$ cat config.mk
export PLATFORM = sky130hd
export DESIGN_NAME = ser_time_port
export DESIGN_NICKNAME = d
export VERILOG_FILES = /design/src/rtl/tsp_pkg.sv /design/src/rtl/tsp_sync.sv /design/src/rtl/tsp_ctrl.sv /design/src/rtl/tsp_shift.sv /design/src/rtl/ser_time_port.sv
export SDC_FILE = /design/constraint.sdc
export NUM_CORES = 1
export LEC_CHECK = 0
export BUFFER_PORTS_ARGS = -buffer_cell sky130_fd_sc_hd__buf_2
export CAP_MARGIN = 20
export CORE_MARGIN = 3
export CORE_UTILIZATION = 60
export DETAILED_ROUTE_END_ITERATION = 12
export GPL_TIMING_DRIVEN = 0
export PLACE_DENSITY = 0.84
export SYNTH_ARGS = -nofsm -noshare
export SYNTH_HDL_FRONTEND = slang
export SYNTH_SLANG_ARGS = --single-unit
$ cat constraint.sdc
create_clock -name clk -period 3.3 [get_ports clk]
set_input_delay 0.33 -clock clk [delete_from_list [all_inputs] [get_ports clk]]
set_output_delay 0.33 -clock clk [all_outputs]
set_load 0.01 [all_outputs]
$ cat src/rtl/tsp_pkg.sv
package tsp_pkg;
  localparam int TSP_FRAME_W = 52;

  typedef enum logic {
    MODE_RD = 1'b0,
    MODE_WR = 1'b1
  } tsp_mode_e;
endpackage

$ cat src/rtl/tsp_sync.sv
module tsp_sync #(
  parameter int N = 4
) (
  input  logic         clk,
  input  logic         rst_n,
  input  logic [N-1:0] async_i,
  output logic [N-1:0] sync_o
);
  for (genvar g = 0; g < N; g++) begin : g_bit
    logic meta_q;
    logic stab_q;
    always_ff @(posedge clk or negedge rst_n) begin
      if (!rst_n) begin
        meta_q <= 1'b0;
        stab_q <= 1'b0;
      end else begin
        meta_q <= async_i[g];
        stab_q <= meta_q;
      end
    end
    assign sync_o[g] = stab_q;
  end
endmodule

$ cat src/rtl/tsp_ctrl.sv
module tsp_ctrl
  import tsp_pkg::*;
#(
  parameter int W  = TSP_FRAME_W,
  parameter int CW = $clog2(W + 1)
) (
  input  logic          clk,
  input  logic          rst_n,
  input  logic          ce_s,
  input  logic          dir_s,
  input  logic          sclk_s,
  output logic          rd_load,
  output logic          rd_shift,
  output logic          wr_shift,
  output logic          wr_last,
  output logic [CW-1:0] cnt_q,
  output logic          oe_q,
  output logic          commit_q,
  output logic          div_rst_q,
  output logic          hold_q
);
  localparam logic [CW-1:0] FULL = CW'(W);
  localparam logic [CW-1:0] LAST = CW'(W - 1);
  localparam logic [CW-1:0] ONE  = CW'(1);

  tsp_mode_e     mode;
  logic          sclk_q;
  logic          rise, fall, open;
  logic          first_fall;
  logic [CW-1:0] cnt_d;
  logic          hold_d;

  assign mode       = tsp_mode_e'(dir_s);
  assign rise       = ce_s & sclk_s & ~sclk_q;
  assign fall       = ce_s & ~sclk_s & sclk_q;
  assign open       = (cnt_q != FULL);
  assign rd_load    = rise & (mode == MODE_RD) & (cnt_q == '0);
  assign rd_shift   = rise & (mode == MODE_RD) & (cnt_q != '0) & open;
  assign wr_shift   = rise & (mode == MODE_WR) & open;
  assign wr_last    = wr_shift & (cnt_q == LAST);
  assign first_fall = fall & (mode == MODE_WR) & (cnt_q == ONE) & ~hold_q;

  always_comb begin
    cnt_d = cnt_q;
    if (!ce_s)             cnt_d = '0;
    else if (rise && open) cnt_d = cnt_q + ONE;
  end

  always_comb begin
    hold_d = hold_q;
    if (!ce_s)           hold_d = 1'b0;
    else if (first_fall) hold_d = 1'b1;
  end

  always_ff @(posedge clk or negedge rst_n) begin
    if (!rst_n) begin
      sclk_q    <= 1'b0;
      cnt_q     <= '0;
      oe_q      <= 1'b0;
      commit_q  <= 1'b0;
      div_rst_q <= 1'b0;
      hold_q    <= 1'b0;
    end else begin
      sclk_q    <= sclk_s;
      cnt_q     <= cnt_d;
      oe_q      <= ce_s & (mode == MODE_RD);
      commit_q  <= wr_last;
      div_rst_q <= first_fall;
      hold_q    <= hold_d;
    end
  end
endmodule

$ cat src/rtl/tsp_shift.sv
module tsp_shift #(
  parameter int W = 52
) (
  input  logic         clk,
  input  logic         rst_n,
  input  logic         rd_load,
  input  logic         rd_shift,
  input  logic         wr_shift,
  input  logic         wr_last,
  input  logic         din_s,
  input  logic [W-1:0] snap_i,
  output logic         dout,
  output logic [W-1:0] img_q
);
  logic [W-1:0] rd_q, rd_d;
  logic [W-1:0] wr_q, wr_d;

  always_comb begin
    rd_d = rd_q;
    if (rd_load)       rd_d = snap_i;
    else if (rd_shift) rd_d = {1'b0, rd_q[W-1:1]};
  end

  assign wr_d = {din_s, wr_q[W-1:1]};

  always_ff @(posedge clk or negedge rst_n) begin
    if (!rst_n) begin
      rd_q  <= '0;
      wr_q  <= '0;
      img_q <= '0;
    end else begin
      rd_q <= rd_d;
      if (wr_shift) wr_q  <= wr_d;
      if (wr_last)  img_q <= wr_d;
    end
  end

  assign dout = rd_q[0];
endmodule

$ cat src/rtl/ser_time_port.sv
module ser_time_port
  import tsp_pkg::*;
#(
  parameter int W = TSP_FRAME_W
) (
  input  logic         clk,
  input  logic         rst_n,
  input  logic         ce_i,
  input  logic         dir_i,
  input  logic         sclk_i,
  input  logic         sdat_i,
  output logic         sdat_o,
  output logic         sdat_oe_o,
  input  logic [W-1:0] time_img_i,
  output logic [W-1:0] wr_img_o,
  output logic         wr_commit_o,
  output logic         div_rst_o,
  output logic         carry_hold_o
);
  localparam int CW = $clog2(W + 1);

  logic [3:0]    pins_s;
  logic          ce_s, dir_s, sclk_s, din_s;
  logic          rd_load, rd_shift, wr_shift, wr_last;
  logic [CW-1:0] cnt_q;

  tsp_sync #(.N(4)) u_sync (
    .clk     (clk),
    .rst_n   (rst_n),
    .async_i ({sdat_i, sclk_i, dir_i, ce_i}),
    .sync_o  (pins_s)
  );

  assign {din_s, sclk_s, dir_s, ce_s} = pins_s;

  tsp_ctrl #(.W(W), .CW(CW)) u_ctrl (
    .clk       (clk),
    .rst_n     (rst_n),
    .ce_s      (ce_s),
    .dir_s     (dir_s),
    .sclk_s    (sclk_s),
    .rd_load   (rd_load),
    .rd_shift  (rd_shift),
    .wr_shift  (wr_shift),
    .wr_last   (wr_last),
    .cnt_q     (cnt_q),
    .oe_q      (sdat_oe_o),
    .commit_q  (wr_commit_o),
    .div_rst_q (div_rst_o),
    .hold_q    (carry_hold_o)
  );

  tsp_shift #(.W(W)) u_shift (
    .clk      (clk),
    .rst_n    (rst_n),
    .rd_load  (rd_load),
    .rd_shift (rd_shift),
    .wr_shift (wr_shift),
    .wr_last  (wr_last),
    .din_s    (din_s),
    .snap_i   (time_img_i),
    .dout     (sdat_o),
    .img_q    (wr_img_o)
  );
endmodule

# Word-level counts from Yosys, hierarchy flattened
# Index checks and enable logic that the tools add are counted.
[totals] reg_bits=175 latch_bits=0 mem_bits_rw=0 romBits=0 inputBits=58 output_inout_bits=57 elab_cells=52 mem_count=0
[op_classes] addsub=1 n_mul=0 div_mod_pow=0 order_cmp=0 n_eq_ne=5 shift=0 mux=6 bitwise_logic=19 reduce_logical=4
[ops] operator="two-way mux 52 bit" n=2
[ops] operator="AND 1 bit" n=15
[ops] operator="two-way mux 6 bit" n=2
[ops] operator="adder 6 x 1 -> 6 bit, second input constant" n=1
[ops] operator="equality test 6 x 1 -> 1 bit, second input constant" n=1
[ops] operator="equality test 6 bit, second input constant" n=1
[ops] operator="logical NOT 6 bit" n=1
[ops] operator="inequality test 6 bit, second input constant" n=1
[ops] operator="nonzero test 6 bit" n=1
[ops] operator="inequality test 2 x 1 -> 1 bit, second input constant" n=2
[ops] operator="NOT 1 bit" n=4
[ops] operator="two-way mux 1 bit" n=2
[ops] operator="nonzero test 2 bit" n=1
[ops] operator="logical AND 1 bit" n=1

# Logic depth before layout (Yosys ltp)
# Gate-level depths: netlist of run 1.
[logic_depth] ltp_word=8 mapped_depth=7 ltp_nobuf=5

# Hierarchy
# Synthesis of run 1 repeated with hierarchy kept, for this count alone.
[unflattened] cells_unflattened=516 area_unflattened_um2=7553.5
[modules_own_cells] mod="tsp_shift" n_inst=1 cells_per_inst=443 area_each_um2=6706.4 seq_area_each_um2=3878.7
[modules_own_cells] mod="tsp_ctrl" n_inst=1 cells_per_inst=61 area_each_um2=616.8 seq_area_each_um2=275.3
[modules_own_cells] mod="tsp_sync" n_inst=1 cells_per_inst=12 area_each_um2=230.2 seq_area_each_um2=200.2

# Least setup slack after synthesis of run 1
# Ideal clock, no wire load.
[synth_path] kind="register to register" from="reg u_ctrl.cnt_q[0]" to="reg u_shift.img_q[10]" setup_time_ns=0.127 arrival_ns=1.800 required_ns=3.173 slack_ns=1.372 stages_incl_launch_ff=8 path_buffers=2 period_less_slack_ns=1.928 cell_sequence="dfrtp_1 > inv_1 > ha_1 > a211oi_4 > and3_1 > buf_4 > buf_6 > mux2_1"
[synth_between] elab_chain_cells=3 elab_cells_between_ends=4 cone_classes="eq/ne: 2; bitwise: 2"
[synth_rtl] element="start: declaration" line="tsp_ctrl.sv:16" source="output logic [CW-1:0] cnt_q,"
[synth_rtl] element="start signal: assignment" line="tsp_ctrl.sv:65" source="cnt_q <= cnt_d;"
[synth_rtl] element="inequality test 6 bit" line="tsp_ctrl.sv:36" source="assign open = (cnt_q != FULL);"
[synth_rtl] element="AND 1 bit" line="tsp_ctrl.sv:39" source="assign wr_shift = rise & (mode == MODE_WR) & open;"
[synth_rtl] element="AND 1 bit (*)" line="tsp_ctrl.sv:40" source="assign wr_last = wr_shift & (cnt_q == LAST);"
[synth_rtl] element="end signal: assignment" line="tsp_shift.sv:34" source="if (wr_last) img_q <= wr_d;"
[synth_rtl] element="end: declaration" line="tsp_shift.sv:13" source="output logic [W-1:0] img_q"
# Mark *: on every way between the ends. The rest lies on a longest branch, timed or not.
# A chain may end at the register's enable or synchronous reset.

# Worst setup path after layout of run 1
[layout_path] from="reg u_ctrl.cnt_q[0]" to="reg u_shift.img_q[20]"
# The elaborated chain is that of the path after synthesis.

==> out/results.ini, run 1 <==
[sta]
final.min_clock_period_ps = 2170
maxSlewHeadroom_pct = 57.2
fin_skew_ps = 8.09
fmax_mhz = 460
tightestPinTransition_ps = 636
grt_setup_unrepaired = false
fin_crit_sh_pct = 65.9
setup_violations = 0
finalMaxSlewViolations = 0
fin_setup_tns_ps = 0
fin_ws_ps = 1130
whs_ps = 19.1
hold_violations = 0

[place]
routabilityCongestion = 0.768
dp.cells = 766
io_buffers = 114
dp_slack_ps = 1140
dp_hpwl_um = 9040

[logic_synthesis]
synth.avg_cell_area_um2 = 13.3
yosys_most_used_dff = dfrtp_1
synth_edf_count = 0
syn_nets = 572
syn-instance-count = 511
synth-seq-cells = 174
yosysWarnings = 0
yosysSeqAreaShare_pct = 64.2
synth_cell_types = 31
syn_area_mm2 = 0.00678
synthArstFlopShare_pct = 100

[clock_network]
cts-buffers-inserted = 17
root_buffer = clkbuf_16
h-tree-depth = 4
cts_num_sinks = 174
clock_latency_ps = 410
clkTransAtPathRegs_ps = 60
cts_tree = yes
post_cts_buffers = 0
clockBufferDepth = 2

[grt]
grt_usage_pct = 22.4
grt_max_degree = 129
grt_pass1_wl_um = 22700
grt_antenna_before_repair = 0
first_global_vias = 4678
grt_overflow = 0

[layout]
syn2layout_area_growth_pct = 20.0
post-route-util_pct = 74.4
finalNonFillerCells = 798
layout_common_cells = dfrtp_1 (174), buf_2 (124), nor2_1 (55)
fin_nets = 708
diodes = 0
final_common_cell = dfrtp_1
drive_above_1_share_pct = 33.0

[floorplanning]
fp.coreArea_mm2 = 0.0109
die_width_um = 112
rows = 38
die_h_um = 112
dieArea_mm2 = 0.0126
initial_utilization_pct = 62.0
io_pins = 115

[setup_path]
startpoint_type = flop
crit_path_end_kind = flop
cp_max_fo = 10
path_class = flop to flop
regToRegSetupSlack_ps = 1130
crit_required_ps = 3590
critical_path_arrival_ps = 2460

[routing]
dr.pass1.iters = 5
drc = 0
drt_iter0_drc = 231
vias = 4493
finalWirelength_um = 13100
via_per_inst = 5.63
ant_nets = 0
post_drt_wl_per_cell_um = 16.4

[pwr]
max-vdd-ir-drop_uv = 391
power_frac_clock_pct = 39.6
power_density_mw_per_mm2 = 578
cell_internal_pwr_uw = 3600
power_switching_uw = 1100
cellLeakagePower_uw = 0.00417
power.share.sequential_pct = 51.3
p_comb_share_pct = 9.0
switching_share_pct = 23.3

[status]
status = finished clean

[run]
maxCapViolations = 0

[min_path]
hp-class = input port to flop

## sequential cells by signal, indices dropped and copies added, names as in the netlist
name / cells
u_ctrl.sclk_q: 1
u_ctrl.oe_q: 1
u_sync.g_bit.stab_q: 4
u_shift.rd_q: 52
u_shift.wr_q: 51
u_ctrl.div_rst_q: 1
u_ctrl.hold_q: 1
u_ctrl.cnt_q: 6
u_sync.g_bit.meta_q: 4
u_ctrl.commit_q: 1
u_shift.img_q: 52
## per-stage QoR
stage | area, um^2 | total power [uW]
floorplan | 6780 | 2690
global placement | 7520 | 2820
detailed placement | 7560 | 2870
CTS | 8120 | 4720
global route | 8130 | 4900
finish | 8130 | 4700
## power by group through the flow
stage               clock (uW)  sequential, uW  combinational, uW
finish                    1860            2410                424
global route              1990            2430                481
CTS                       1890            2410                426
detailed placement           0            2440                423
global placement             0            2430                389
floorplan                    0            2410                277
## kinds of logic after synthesis
group           count (synthesis)  share of synthesized area, %
simple gates                   82                          5.24
fa+ha+maj                       3                         0.554
compound gates                108                          9.36
mux                           105                          17.4
flops                         174                          64.2
xor+xnor                        3                         0.388
buf+inv                        36                          2.81
## final cells by class
cell class	count	area, um^2
clock inverter	6	60.1
timing repair buffer	117	628
tap	140	175
multi-input combinational	301	2230
inverter	4	15.0
clock buffer	24	492
buffer	32	175
fill	691	2800
sequential	174	4350
## final timing paths
path                                                       start                                to  depth (start not counted)
worst max-delay path                 u_ctrl.cnt_q[0]$_DFFE_PN0P_     u_shift.img_q[20]$_DFFE_PN0P_                          7
worst min-delay path                                      sdat_i  u_sync.g_bit[3].meta_q$_DFF_PN0_                          1
worst max register to register       u_ctrl.cnt_q[0]$_DFFE_PN0P_     u_shift.img_q[20]$_DFFE_PN0P_                          7
worst min register to register  u_sync.g_bit[2].meta_q$_DFF_PN0_  u_sync.g_bit[2].stab_q$_DFF_PN0_                          0
max in group asynchronous                                  rst_n      u_shift.rd_q[43]$_DFFE_PN0P_                          3
min in group asynchronous                                  rst_n      u_shift.img_q[8]$_DFFE_PN0P_                          2
## synth_stat cells (all sizes together) (2+ instances only)
| cell type | count | share of area, % |
|---|---|---|
| clkbuf | 15 | 0.83 |
| nand3 | 4 | 0.30 |
| buf | 17 | 1.8 |
| a21oi | 52 | 3.8 |
| mux2 | 103 | 17 |
| o22ai | 50 | 4.6 |
| ha | 3 | 0.55 |
| nor2 | 55 | 3.0 |
| xor2 | 2 | 0.26 |
| inv | 4 | 0.22 |
| mux2i | 2 | 0.30 |
| nand2 | 13 | 0.72 |
| and3 | 2 | 0.18 |
| dfrtp | 174 | 64 |
| and4b | 3 | 0.50 |
## critical path, stage by stage (launching register included)
cell and delay [ps]:
dfrtp_1 430, inv_1 70, ha_1 290, a211oi_4 350, and3_1 210, buf_4 190, buf_6 170, mux2_1 340
## what timing repair did
action / CTS / global route
hold endpoints to repair: 46 / 1
resized for setup: 0 / 0
hold buffers: 1 / 1
## metal layers
| metal | vias to the layer above | part of all wire, % | global-route usage [%] |
|---|---|---|---|
| li1 | 2095 | - | - |
| met2 | 166 | 48 | 34.6 |
| met1 | 2205 | 43 | 30.1 |
| met4 | 0 | 2.1 | 8.97 |
| met3 | 27 | 7.1 | 6.79 |
| met5 | - | 0 | 0 |
Power figures use the tool's default switching activity.
==> inputs of run 2 (changes only) <==
--- a/config.mk
+++ b/config.mk
@@ -5,13 +5,14 @@
 export SDC_FILE = /design/constraint.sdc
 export NUM_CORES = 1
 export LEC_CHECK = 0
+export ABC_AREA = 1
 export BUFFER_PORTS_ARGS = -buffer_cell sky130_fd_sc_hd__buf_2
 export CAP_MARGIN = 20
 export CORE_MARGIN = 3
-export CORE_UTILIZATION = 60
+export CORE_UTILIZATION = 56
 export DETAILED_ROUTE_END_ITERATION = 12
 export GPL_TIMING_DRIVEN = 0
-export PLACE_DENSITY = 0.84
+export PLACE_DENSITY = 0.79
 export SYNTH_ARGS = -nofsm -noshare
 export SYNTH_HDL_FRONTEND = slang
 export SYNTH_SLANG_ARGS = --single-unit
==> constraint.sdc (replaced) <==
create_clock -name clk -period 2.1 [get_ports clk]
set_input_delay 0.21 -clock clk [delete_from_list [all_inputs] [get_ports clk]]
set_output_delay 0.21 -clock clk [all_outputs]
set_load 0.01 [all_outputs]
==> run 2 against run 1 <==
Against the previous run: non-clock buffer count rose by 36; area after synthesis is 7.3% higher; sequential power is 75% higher; hold slack lost 11 ps; combinational power rose by 97%; synthesized cell count up 58%; wire length grew 25%; setup slack worse by 980 ps; total power is 81% higher; clock power up 85%.
==> out/results.ini, run 2 <==
[setup_path]
path_class = flop to flop
cp_num_buf_inv = 4  ; +1
critical_path_arrival_ps = 2320  ; -140 ps
path_cells = inv_1, ha_1, nand2_1, inv_1, nand2_2, clkbuf_4, buf_2, nand4_1, nand2_1
slowest_delay_ps = 430  ; about the same
startpoint_type = flop
cp_max_fo = 10  ; unchanged
crit_path_end_kind = flop
crit_required_ps = 2460  ; -1130 ps
crit_family = buffers and inverters
worst_path_max_delay_cell = dfrtp_1

[logic_synthesis]
synth.area.mux_share_pct = 0  ; -17 points
synth_area_leaders = dfrtp_1 (60%), nand2_1 (14%), nand4_1 (9.0%)
syn_area_mm2 = 0.00727  ; +7.3%
yosysWarnings = 0  ; unchanged
yosysSeqAreaShare_pct = 59.9  ; -4.3 points
synth_commonest_cells = nand2_1 (264), dfrtp_1 (174), nand4_1 (105)
yosysMostFrequentCell = nand2_1
yosysTopAreaCell = dfrtp_1
netlist.area_leader.share_pct = 59.9  ; -4.3 points
synthAdderAreaFrac_pct = 0.516  ; -0.037 points
synth.avg_cell_area_um2 = 9.03  ; -32%
synth_top_family_by_area = simple AND/OR/NAND/NOR gates
synth_cell_types = 23  ; -26%
synth-seq-cells = 174  ; unchanged
synth_simple_gate_area_share_pct = 29.6  ; +24 points
synthArstFlopShare_pct = 100  ; unchanged
syn-instance-count = 805  ; +58%
synth_edf_count = 0  ; unchanged
yosys_most_used_dff = dfrtp_1
synthXorXnorAreaFrac_pct = 0.120  ; -0.27 points
syn_nets = 866  ; +51%
synth_compound_area_share_pct = 3.68  ; -5.7 points

[floorplanning]
initial_utilization_pct = 58.8  ; -3.2 points
io_pins = 115  ; unchanged
die_h_um = 120  ; +6.8%
dieArea_mm2 = 0.0144  ; +14%
fp.coreArea_mm2 = 0.0124  ; +13%
rows = 40  ; +5.3%
die_width_um = 120  ; +6.8%

[place]
routabilityCongestion = 0.844  ; +9.8%
dp_hpwl_um = 10900  ; +21%
place_area_mm2 = 0.00809  ; +7.0%
io_buffers = 114  ; unchanged
dp_slack_ps = 45.6  ; -1090 ps

[layout]
diodes = 0  ; unchanged
syn2layout_area_growth_pct = 21.7
drive_above_1_share_pct = 21.3  ; -12 points
stdcell_area_mm2 = 0.00885  ; +8.8%
final_common_cell = nand2_1
reg_top3 = u_shift.img_q (52), u_shift.rd_q (52), u_shift.wr_q (51)
layout_common_cells = nand2_1 (264), dfrtp_1 (174), buf_2 (154)
fin_nets = 1011  ; +43%

[routing]
dr.pass1.iters = 6  ; +1
drt_iter0_drc = 461  ; +100%
via_per_inst = 5.40  ; -4.2%
finalWirelength_um = 16400  ; +25%
post_drt_wl_per_cell_um = 14.5  ; -12%
ant_nets = 0  ; unchanged
vias = 6102  ; +36%
drc = 0  ; unchanged

[sta]
fmax_mhz = 511  ; +11%
grt_setup_unrepaired = false
hold_violations = 0  ; unchanged
tightestPinTransition_ps = 572  ; -63.8 ps
setup_violations = 0  ; unchanged
fin_skew_ps = 11.0  ; +2.86 ps
final.min_clock_period_ps = 1960  ; -217 ps
fin_crit_sh_pct = 93.1  ; +27 points
finalMaxSlewViolations = 0  ; unchanged
maxSlewHeadroom_pct = 61.9  ; +4.6 points
fin_ws_ps = 144  ; -983 ps

[pwr]
power_density_mw_per_mm2 = 960  ; +66%
max-vdd-ir-drop_uv = 716  ; +83%
cellLeakagePower_uw = 0.00480  ; +15%

[grt]
grt_max_degree = 121  ; -6.2%
grt_pass1_wl_um = 27500  ; +21%
grt_usage_pct = 23.7  ; +1.3 points
grt_antenna_before_repair = 0  ; unchanged
first_global_vias = 5954  ; +27%
grt_overflow = 0  ; unchanged

[clock_network]
h-tree-depth = 4  ; unchanged
clock_latency_ps = 430  ; +20 ps
clkTransAtPathRegs_ps = 60  ; about the same
cts_num_sinks = 174  ; unchanged
cts-buffers-inserted = 17  ; unchanged
clockBufferDepth = 2  ; unchanged
cts_tree = yes
root_buffer = clkbuf_16

[run]
maxCapViolations = 0  ; unchanged

[status]
status = finished clean

[min_path]
hp-class = input port to flop

-- run 2: cell types whose count changed after synthesis, moves of 4 or more --
cell,delta
nand2_1,+251
nand4_1,+105
mux2_2,-54
nand3_1,+54
o22ai_1,-50
mux2_1,-49
inv_1,+37
buf_2,+31
a21oi_1,-27
o21ai_0,+26
nor2_1,-22
buf_6,-5
nor2_2,+4
-- run 2: routing by layer --
layer	GRT usage [%]	up-vias	routed length (um)
met5	0	-	0
met4	8.23	0	306
met3	5.37	25	902
met2	38.4	201	7960
met1	31.7	2915	7220
li1	-	2961	-
-- run 2: worst reg2reg max path, stage by stage (launching register included) --
cell and delay (ps):
dfrtp_1 430, inv_1 90, ha_1 240, nand2_1 70, inv_1 50, nand2_2 220
clkbuf_4 280, buf_2 240, nand4_1 170, nand2_1 100
-- run 2: cell type report --
type	instances	area [um^2]
sequential	174	4350
fill	933	3510
multi-input combinational	529	2470
timing repair buffer	126	716
clock buffer	18	439
buffer	59	288
clock inverter	14	213
tap	168	210
inverter	43	161
-- run 2: logic make-up (layout without fill, tap and decap cells) --
logic type      Yosys count  after routing
buf+inv                 102            260
simple gates            472            472
fa+ha+maj                 3              3
compound gates           53             53
flops                   174            174
xor+xnor                  1              1
-- run 2: repair_timing --
item / 4_1_cts / 5_1_grt
hold buffers: 9 / 1
endpoints found under the setup margin: 2 / 1
pin swaps: 1 / 0
setup buffers: 1 / 0
gates resized for setup: 0 / 1
endpoints found under the hold margin: 62 / 1
-- run 2: stage by stage --
step           utilization, %  instances  TNS, ps  total power (uW)  hold WS, ps
2_1_floorplan               -        805        0              4730        -85.6
3_5_place_dp             65.4       1088        0              5060          148
3_3_place_gp             65.1       1087  -311390              5010          318
4_1_cts                  71.5       1130        0              8510         1.42
5_1_grt                  71.6       1131        0              8890         2.26
6_report                 71.6       1131        0              8500         8.17
-- run 2: where the power goes --
group          switching (uW)  leakage [uW]  internal [uW]
combinational             485       0.00226            350
sequential                336       0.00222           3880
clock                    1300      0.000321           2150
total                    2120       0.00480           6380
-- run 2: path summary, 6_finish.rpt --
kind	cells past startpoint	end	slack, ps	start
min in group asynchronous	2	u_shift.img_q[31]$_DFFE_PN0P_	290	rst_n
worst max register to register	9	u_shift.img_q[49]$_DFFE_PN0P_	140	u_ctrl.cnt_q[0]$_DFFE_PN0P_
worst min-delay path	3	u_shift.rd_q[15]$_DFFE_PN0P_	8	time_img_i[15]
worst max-delay path	9	u_shift.img_q[49]$_DFFE_PN0P_	140	u_ctrl.cnt_q[0]$_DFFE_PN0P_
max in group asynchronous	3	u_shift.rd_q[21]$_DFFE_PN0P_	940	rst_n
worst min register to register	0	u_sync.g_bit[0].stab_q$_DFF_PN0_	350	u_sync.g_bit[0].meta_q$_DFF_PN0_
